## config.mk

```make
export PLATFORM = sky130hd
export DESIGN_NAME = ddr2_spacing_mon
export DESIGN_NICKNAME = d
export VERILOG_FILES = /design/src/rtl/ddr2_mon_pkg.sv /design/src/rtl/ddr2_span_timer.sv /design/src/rtl/ddr2_bank_track.sv /design/src/rtl/ddr2_spacing_mon.sv
export SDC_FILE = /design/constraint.sdc
export NUM_CORES = 1
export LEC_CHECK = 0
export BUFFER_PORTS_ARGS = -buffer_cell sky130_fd_sc_hd__buf_4
export CORE_UTILIZATION = 47
export CTS_CLUSTER_SIZE = 10
export DETAILED_ROUTE_END_ITERATION = 7
export HOLD_SLACK_MARGIN = 0.08
export PLACE_DENSITY = 0.6
export SYNTH_ARGS = -nofsm -noshare
export SYNTH_HDL_FRONTEND = slang
export SYNTH_SLANG_ARGS = --single-unit
```

## constraint.sdc

```tcl
create_clock -name clk -period 3.8 [get_ports clk]
set_input_delay 0.57 -clock clk [delete_from_list [all_inputs] [get_ports clk]]
set_output_delay 0.57 -clock clk [all_outputs]
set_load 0.05 [all_outputs]
```

## src/rtl/ddr2_mon_pkg.sv

```systemverilog
package ddr2_mon_pkg;

   typedef enum logic [2:0] {
      CMD_NOP  = 3'd0,
      CMD_ACT  = 3'd1,
      CMD_RD   = 3'd2,
      CMD_WR   = 3'd3,
      CMD_PRE  = 3'd4,
      CMD_WRA  = 3'd5,
      CMD_REF  = 3'd6,
      CMD_MISC = 3'd7
   } ddr2_cmd_e;

   typedef enum logic [2:0] {
      VIO_NONE = 3'd0,
      VIO_RRD  = 3'd1,
      VIO_WTR  = 3'd2,
      VIO_WR   = 3'd3,
      VIO_RTP  = 3'd4,
      VIO_DAL  = 3'd5
   } ddr2_vio_e;

   // Smallest clock count that covers a duration in picoseconds.
   function automatic int ps_to_clk(input int dur_ps, input int tck_ps);
      return (dur_ps + tck_ps - 1) / tck_ps;
   endfunction

   // A spacing of n clocks is held by a countdown loaded with n-1.
   function automatic int clk_to_load(input int n);
      return (n > 0) ? n - 1 : 0;
   endfunction

   function automatic int max2(input int a, input int b);
      return (a > b) ? a : b;
   endfunction

endpackage

```

## src/rtl/ddr2_span_timer.sv

```systemverilog
module ddr2_span_timer #(
   parameter int W = 4
) (
   input  logic         clk,
   input  logic         rst_n,
   input  logic         load_i,
   input  logic [W-1:0] load_val_i,
   output logic         busy_o
);

   logic [W-1:0] cnt_q;

   always_ff @(posedge clk or negedge rst_n) begin
      if (!rst_n)
         cnt_q <= '0;
      else if (load_i)
         cnt_q <= load_val_i;
      else if (cnt_q != '0)
         cnt_q <= cnt_q - 1'b1;
   end

   assign busy_o = (cnt_q != '0);

endmodule

```

## src/rtl/ddr2_bank_track.sv

```systemverilog
module ddr2_bank_track
   import ddr2_mon_pkg::*;
#(
   parameter int W      = 4,
   parameter int AL_W   = 3,
   parameter int LD_WTR = 1,
   parameter int LD_WR  = 3,
   parameter int LD_RTP = 1,
   parameter int LD_DAL = 7
) (
   input  logic            clk,
   input  logic            rst_n,
   input  logic            sel_i,
   input  ddr2_cmd_e       cmd_i,
   input  logic [AL_W-1:0] al_i,
   output logic            wtr_busy_o,
   output logic            wr_busy_o,
   output logic            rtp_busy_o,
   output logic            dal_busy_o
);

   localparam logic [W-1:0] LD_WTR_V = W'(LD_WTR);
   localparam logic [W-1:0] LD_WR_V  = W'(LD_WR);
   localparam logic [W-1:0] LD_RTP_V = W'(LD_RTP);
   localparam logic [W-1:0] LD_DAL_V = W'(LD_DAL);

   logic         is_wr, is_wra, is_rd;
   logic [W-1:0] rtp_load;

   assign is_wr    = sel_i && (cmd_i == CMD_WR);
   assign is_wra   = sel_i && (cmd_i == CMD_WRA);
   assign is_rd    = sel_i && (cmd_i == CMD_RD);
   assign rtp_load = LD_RTP_V + W'(al_i);

   ddr2_span_timer #(.W(W)) u_wtr (
      .clk(clk), .rst_n(rst_n), .load_i(is_wr || is_wra),
      .load_val_i(LD_WTR_V), .busy_o(wtr_busy_o)
   );

   ddr2_span_timer #(.W(W)) u_wr (
      .clk(clk), .rst_n(rst_n), .load_i(is_wr),
      .load_val_i(LD_WR_V), .busy_o(wr_busy_o)
   );

   ddr2_span_timer #(.W(W)) u_rtp (
      .clk(clk), .rst_n(rst_n), .load_i(is_rd),
      .load_val_i(rtp_load), .busy_o(rtp_busy_o)
   );

   ddr2_span_timer #(.W(W)) u_dal (
      .clk(clk), .rst_n(rst_n), .load_i(is_wra),
      .load_val_i(LD_DAL_V), .busy_o(dal_busy_o)
   );

endmodule

```

## src/rtl/ddr2_spacing_mon.sv

```systemverilog
module ddr2_spacing_mon
   import ddr2_mon_pkg::*;
#(
   parameter bit FAST_GRADE   = 1'b1,
   parameter int TCK_PS       = 0,
   parameter int BANK_W       = 2,
   parameter int AL_W         = 3,
   parameter int TRRD_PS      = 7500,
   parameter int TWR_PS       = 15000,
   parameter int TRTP_PS      = 7500,
   parameter int TRP_PS       = 15000,
   parameter int TWTR_FAST_PS = 7500,
   parameter int TWTR_SLOW_PS = 10000
) (
   input  logic              clk,
   input  logic              rst_n,
   input  logic              cmd_valid_i,
   input  logic [2:0]        cmd_i,
   input  logic [BANK_W-1:0] bank_i,
   input  logic [AL_W-1:0]   al_i,
   output logic              viol_o,
   output logic [2:0]        viol_code_o
);

   localparam int NUM_BANKS = 1 << BANK_W;
   localparam int TCK_EFF   = (TCK_PS > 0) ? TCK_PS : (FAST_GRADE ? 3750 : 5000);
   localparam int TWTR_EFF  = FAST_GRADE ? TWTR_FAST_PS : TWTR_SLOW_PS;

   localparam int N_RRD = ps_to_clk(TRRD_PS, TCK_EFF);
   localparam int N_WTR = ps_to_clk(TWTR_EFF, TCK_EFF);
   localparam int N_WR  = ps_to_clk(TWR_PS, TCK_EFF);
   localparam int N_RTP = ps_to_clk(TRTP_PS, TCK_EFF);
   localparam int N_RP  = ps_to_clk(TRP_PS, TCK_EFF);
   localparam int N_DAL = N_WR + N_RP;

   localparam int LD_RRD = clk_to_load(N_RRD);
   localparam int LD_WTR = clk_to_load(N_WTR);
   localparam int LD_WR  = clk_to_load(N_WR);
   localparam int LD_RTP = clk_to_load(N_RTP);
   localparam int LD_DAL = clk_to_load(N_DAL);

   localparam int AL_MAX  = (1 << AL_W) - 1;
   localparam int MAX_FIX = max2(max2(LD_RRD, LD_WTR), max2(max2(LD_WR, LD_RTP), LD_DAL));
   localparam int CNT_W   = $clog2(MAX_FIX + AL_MAX + 2);

   localparam logic [CNT_W-1:0] LD_RRD_V = CNT_W'(LD_RRD);

   // Elaboration-time configuration checks
   if (TCK_EFF <= 0) begin : g_bad_tck
      $error("clock period must be positive");
   end
   if (BANK_W < 1 || BANK_W > 4) begin : g_bad_bank
      $error("BANK_W out of range 1..4");
   end
   if (AL_W < 1 || AL_W > 4) begin : g_bad_al
      $error("AL_W out of range 1..4");
   end
   if (N_RTP < 1 || N_RRD < 1) begin : g_bad_rtp
      $error("read-to-precharge and activate spacings need at least one clock");
   end

   ddr2_cmd_e         cmd;
   logic              act_v;
   logic              rrd_busy;
   logic [BANK_W-1:0] last_act_bank_q;
   logic [NUM_BANKS-1:0] wtr_busy, wr_busy, rtp_busy, dal_busy;
   ddr2_vio_e         vio_d, vio_q;

   assign cmd   = ddr2_cmd_e'(cmd_i);
   assign act_v = cmd_valid_i && (cmd == CMD_ACT);

   // Shared activate-to-activate spacing
   ddr2_span_timer #(.W(CNT_W)) u_rrd (
      .clk(clk), .rst_n(rst_n), .load_i(act_v),
      .load_val_i(LD_RRD_V), .busy_o(rrd_busy)
   );

   always_ff @(posedge clk or negedge rst_n) begin
      if (!rst_n)
         last_act_bank_q <= '0;
      else if (act_v)
         last_act_bank_q <= bank_i;
   end

   // Per-bank write/read/auto-precharge spacings
   for (genvar g = 0; g < NUM_BANKS; g++) begin : g_bank
      ddr2_bank_track #(
         .W(CNT_W), .AL_W(AL_W),
         .LD_WTR(LD_WTR), .LD_WR(LD_WR), .LD_RTP(LD_RTP), .LD_DAL(LD_DAL)
      ) u_trk (
         .clk(clk),
         .rst_n(rst_n),
         .sel_i(cmd_valid_i && (bank_i == BANK_W'(g))),
         .cmd_i(cmd),
         .al_i(al_i),
         .wtr_busy_o(wtr_busy[g]),
         .wr_busy_o(wr_busy[g]),
         .rtp_busy_o(rtp_busy[g]),
         .dal_busy_o(dal_busy[g])
      );
   end

   // Rule selection with fixed priority
   always_comb begin
      vio_d = VIO_NONE;
      if (cmd_valid_i) begin
         unique case (cmd)
            CMD_ACT: begin
               if (dal_busy[bank_i])
                  vio_d = VIO_DAL;
               else if (rrd_busy && (bank_i != last_act_bank_q))
                  vio_d = VIO_RRD;
            end
            CMD_RD: begin
               if (wtr_busy[bank_i])
                  vio_d = VIO_WTR;
            end
            CMD_PRE: begin
               if (wr_busy[bank_i])
                  vio_d = VIO_WR;
               else if (rtp_busy[bank_i])
                  vio_d = VIO_RTP;
            end
            default: vio_d = VIO_NONE;
         endcase
      end
   end

   always_ff @(posedge clk or negedge rst_n) begin
      if (!rst_n)
         vio_q <= VIO_NONE;
      else
         vio_q <= vio_d;
   end

   assign viol_code_o = vio_q;
   assign viol_o      = (vio_q != VIO_NONE);

endmodule

```

# Word level (Yosys, flattened, before mapping)
# Cells that the tools add are included.
# op_classes
n_addsub	18
order_cmp	1
n_eq_ne	9
n_mux	49
n_reduce_logical	58
# ops
operator	n
$mux 4	34
$reduce_bool 4->1	17
$sub 4x1->4 const B	17
$reduce_bool 2->1	17
$logic_and 1x1->1	18
$mux 3	4
$pmux 3 s3	1
$bmux 1 s2	4
$eq 3x2->1 const B	2
$eq 3x3->1 const B	2
$mux 1	5
$add 1x3->4 const A	1
$eq 2x2->1 const B	2
$logic_or 1x1->1	4
$eq 3x1->1 const B	1
$lt 2x3->1 const B	1
$reduce_bool 3->1	1
$eq 2x1->1 const B	1
$logic_not 2->1	1
$mux 2	1
$ne 2x2->1	1
# totals
ff_bits	73
input_bits	11
out_inout_bits	4

# Longest topological paths before layout
# depth
ltp_word	7
depth_mapped	6
mapped_depth_nobuf	6

# By module
# From an unflattened synthesis, not the netlist that was laid out.
# unflattened
cells_unflattened	529
area_unflattened_um2	5067.4
# by_module_without_submodules
module	n_inst	cells_each	area_per_inst_um2
ddr2_span_timer	17	26	251.5
ddr2_spacing_mon	1	35	411.6
ddr2_bank_track	4	13	95.1

# Worst setup path before layout
# OpenSTA, ideal clock, no wires.
# synth_timing
path_kind	flip-flop to flip-flop
start	register g_bank[0].u_trk.u_wr.cnt_q[0]
end	register vio_q[1], in the netlist viol_code_o[1]
t_arrival_ps	1852
required_time_ps	3680
setup_slack_ps	1828
stages_incl_launch_ff	7
period_less_slack_ps	1972
cell_sequence	dfrtp_1 > inv_1 > ha_1 > or3b_4 > mux4_2 > nor3b_2 > o211a_1
# synth_between
elab_chain_cells	6
# synth_lines
item	line_no	text
start, declared	ddr2_span_timer.sv:11	logic [W-1:0] cnt_q;
start signal, assigned	ddr2_span_timer.sv:17	cnt_q <= load_val_i;
start signal, assigned	ddr2_span_timer.sv:19	cnt_q <= cnt_q - 1'b1;
$reduce_bool 4->1	ddr2_span_timer.sv:22	assign busy_o = (cnt_q != '0);
$bmux 1 s2	ddr2_spacing_mon.sv:119	if (wr_busy[bank_i])
$mux 1 (implied by the code)	ddr2_spacing_mon.sv:119	
$mux 3	ddr2_spacing_mon.sv:119	
$pmux 3 s3	ddr2_spacing_mon.sv:107	unique case (cmd)
$mux 3	ddr2_spacing_mon.sv:106	if (cmd_valid_i) begin
named net vio_d[1]	ddr2_spacing_mon.sv:67	ddr2_vio_e vio_d, vio_q;
end signal, assigned	ddr2_spacing_mon.sv:133	vio_q <= vio_d;
end, declared	ddr2_spacing_mon.sv:67	
# The timed path passes the listed nets, and every way through them passes these cells. The select of a mux whose other input is x is not followed.
# A chain may end at the register's enable or synchronous reset.

# Worst setup path after layout
# Ends and elaborated chain as after synthesis.

==> reports/qor.yml <==
sta:
  slew_violations: 0
  worstMarginPinSlew_ns: 0.914
  rsz0062_at_grt: "no"
  hold_violations: 0
  fmax_ghz: 0.470
  setup_violations: 0
  relSlewSlack_pct: 39.0
  min_period_ns: 2.13
  fin_setup_tns_ns: 0
  fin_crit_sh_pct: 56.0
  layout_setup_ws_ns: 1.67
  finClkSkew_ns: 0.00637
layout:
  n_antenna_cell: 0
  drive_above_1_share_pct: 8.13
  num-fill-cells: 745
  final_cell_count_no_fill: 548
  syn_to_final_growth_pct: 8.77
  nets: 475
cts:
  numCtsBuffers: 9
  cts_tree: "yes"
  clk_latency_ns: 0.34
  clkSlewWorstSetupHoldPaths_ns: 0.07
  cts-resized-gates: 0
  ctsHoldBuffers: 0
  clock_sinks: 73
  htreeDepth: 3
  clk_path_buf_depth: 2
  cts_post_setup_buffers_inserted: 0
  root_buffer: "clkbuf_8"
global_route:
  track_usage_pct: 19.7
  grt_max_degree: 74
  grt_overflow: 0
  grt_pass1_vias: 2828
  antenna_found_initial: 0
  grt_pass1_wl_um: 13400
routing:
  drtAntennaViolNets: 0
  via_per_inst: 5.42
  route.detailed.drc: 0
  vias: 2970
  avgRoutedWirePerCell_um: 14.3
  routed_wl_um: 7850
  detail_route.iter0.violations: 95
  dr.pass1.iters: 4
synth:
  yosys_warnings: 0
  synth_nets: 457
  syn-cell-area_um2: 4060
  netlist_instances: 423
  syn_avg_cell_area_um2: 9.61
  synth-seq-area-share_pct: 45.0
  synthFlopType: "dfrtp_1"
  synth-seq-cells: 73
  async_flop_share_pct: 100
  synth_edf_count: 0
  synth_cell_type_count: 45
floorplan:
  core_area_um2: 8300
  die_h_um: 95.0
  rows: 33
  initial_utilization_pct: 49.0
  die_area_um2: 9020
  die_x_um: 95.0
  pin_count: 15
outcome:
  outcome: "finished clean"
setup_path:
  setup.worst_path.start_class: "flop"
  r2r_slack_ns: 1.67
  cp-end-kind: "flop"
  crit_type: "flop to flop"
  worstPathRequired_ns: 4.03
  r2r-end: "viol_code_o[1]"
  slowest_delay_ns: 0.51
  rr_startpoint: "g_bank[0].u_trk.u_wr.cnt_q[0]"
  worstPathArrival_ns: 2.36
  r2r_cells: 6
  slowest_stage: "mux4_2"
  cp_max_fo: 4
  critical_path.cell_chain: "inv_1, ha_1, or3b_4, mux4_2, nor3b_2, o211a_1"
place:
  hpwlAfterDp_um: 5740
  place_congestion: 0.756
  place_inst: 535
  portBuffers: 14
  dp_worst_setup_slack_ns: 1.68
power_and_ir_drop:
  ir_drop_mv: 0.283
  leakagePower_nw: 2.07
  finalPower_mw: 3.50
  cellPowerDensity_nw_per_um2: 793
job:
  maxCapViolCount: 0
worst_hold_path:
  hold_path.class: "input port to async pin"
==> registers in the layout (all words and copies together) (netlist names) <==
register	flops
g_bank.u_trk.u_dal.cnt_q	16
last_act_bank_q	2
g_bank.u_trk.u_wtr.cnt_q	16
viol_code_o	3
g_bank.u_trk.u_rtp.cnt_q	16
g_bank.u_trk.u_wr.cnt_q	16
u_rrd.cnt_q	4
==> metal layers <==
metal	vias to the layer above	wire, um	GRT usage, %
li1	1505	-	-
met1	1419	3890	26.7
met2	36	3640	31.4
met3	10	193	3.38
met4	0	122	7.58
met5	-	0	0
==> synthesized netlist by cell type, drive strengths merged, types with 4 or more instances <==
master	n	area share [%]
a211oi	5	0.92
a21oi	22	2.7
buf	4	0.46
dfrtp	73	45
ha	23	7.1
inv	41	3.8
mux2	6	1.7
mux2i	16	3.9
nand2	33	3.0
nand2b	10	1.5
nand3	9	1.1
nand3b	8	1.5
nor2	35	3.2
nor2b	5	0.77
nor3	21	2.6
nor3b	10	2.0
o21ai	22	2.7
o221ai	5	1.1
or3	16	2.5
or3b	7	1.7
xnor2	25	5.4
==> power breakdown <==
group	total, mW	leakage (nW)	internal [mW]	switching, mW
clock network	0.499	0.0782	0.244	0.255
registers	1.45	0.889	1.16	0.286
logic	1.56	1.10	0.771	0.788
==> through the flow <==
step | hold slack [ns] | cell area, um2 | util [%]
after CTS | 0.398 | 4420 | 53.3
after global routing | 0.449 | 4420 | 53.3
final | 0.358 | 4420 | 53.3
after global placement | 0.491 | 4270 | 51.5
after floorplan | 0.274 | 4060 | -
after detailed placement | 0.503 | 4270 | 51.5
==> final cells by class <==
type                            count  area (um2)  share of cell area, %
Multi-Input combinational cell    302        2050                   46.4
Sequential cell                    73        1830                   41.3
Inverter                           41         154                   3.48
Clock buffer                       12         145                   3.28
Tap cell                          105         131                   2.97
Timing Repair Buffer               14         105                   2.38
Clock inverter                      1        5.00                  0.113
==> worst max-delay path by stage <==
stage | start | end | slack [ns]
2_1_floorplan | g_bank[0].u_trk.u_wr.cnt_q[0] | viol_code_o[1] | 1.83
3_3_place_gp | bank_i[0] | g_bank[0].u_trk.u_rtp.cnt_q[1] | 1.72
3_5_place_dp | g_bank[0].u_trk.u_wr.cnt_q[0] | viol_code_o[1] | 1.68
4_1_cts | g_bank[0].u_trk.u_wr.cnt_q[0] | viol_code_o[1] | 1.67
5_1_grt | g_bank[1].u_trk.u_wr.cnt_q[0] | viol_code_o[1] | 1.59
6_report | g_bank[0].u_trk.u_wr.cnt_q[0] | viol_code_o[1] | 1.67
==> critical path, delay by kind of cell (launching register included) <==
kind                       cells  cell delay [ns]
DFF                            1             0.40
and+or+nand+nor                2             0.59
muxes                          1             0.51
adders and majority gates      1             0.19
AOI/OAI and AO/OA              1             0.24
buffers and inverters          1             0.09
==> layout by cell type (no fill, tap or decap), types with 2 or more instances in the layout <==
cell type / instances
dfrtp_1: 73
o221ai_1: 5
mux2i_1: 16
or3b_1: 3
clkbuf_1: 2
nor2b_1: 5
nor2_1: 35
nand3_1: 9
buf_4: 14
inv_1: 41
o211ai_1: 3
a21oi_1: 22
nor4b_1: 2
mux2_2: 5
nand4bb_1: 2
a211oi_1: 5
a31oi_1: 2
nand2b_1: 10
nand2_1: 33
nor3_1: 21
clkbuf_8: 10
ha_1: 23
or3_1: 16
or3b_4: 3
nand3b_1: 8
o21ai_0: 22
xnor2_1: 25
nor3b_1: 9
nand4_1: 2
==> cells by family (layout without fill, tap and decap cells) <==
| family | after synthesis | in the layout | share of synthesized area (%) |
|---|---|---|---|
| AND/OR/NAND/NOR | 163 | 163 | 21.7 |
| flip-flops | 73 | 73 | 45.0 |
| AO/OA/AOI/OAI | 67 | 67 | 9.95 |
| buffers and inverters | 48 | 68 | 4.53 |
| XOR/XNOR | 26 | 26 | 5.60 |
| adder cells (fa/ha/maj) | 23 | 23 | 7.08 |
| multiplexers | 23 | 23 | 6.16 |
Power figures use the tool's default switching activity.
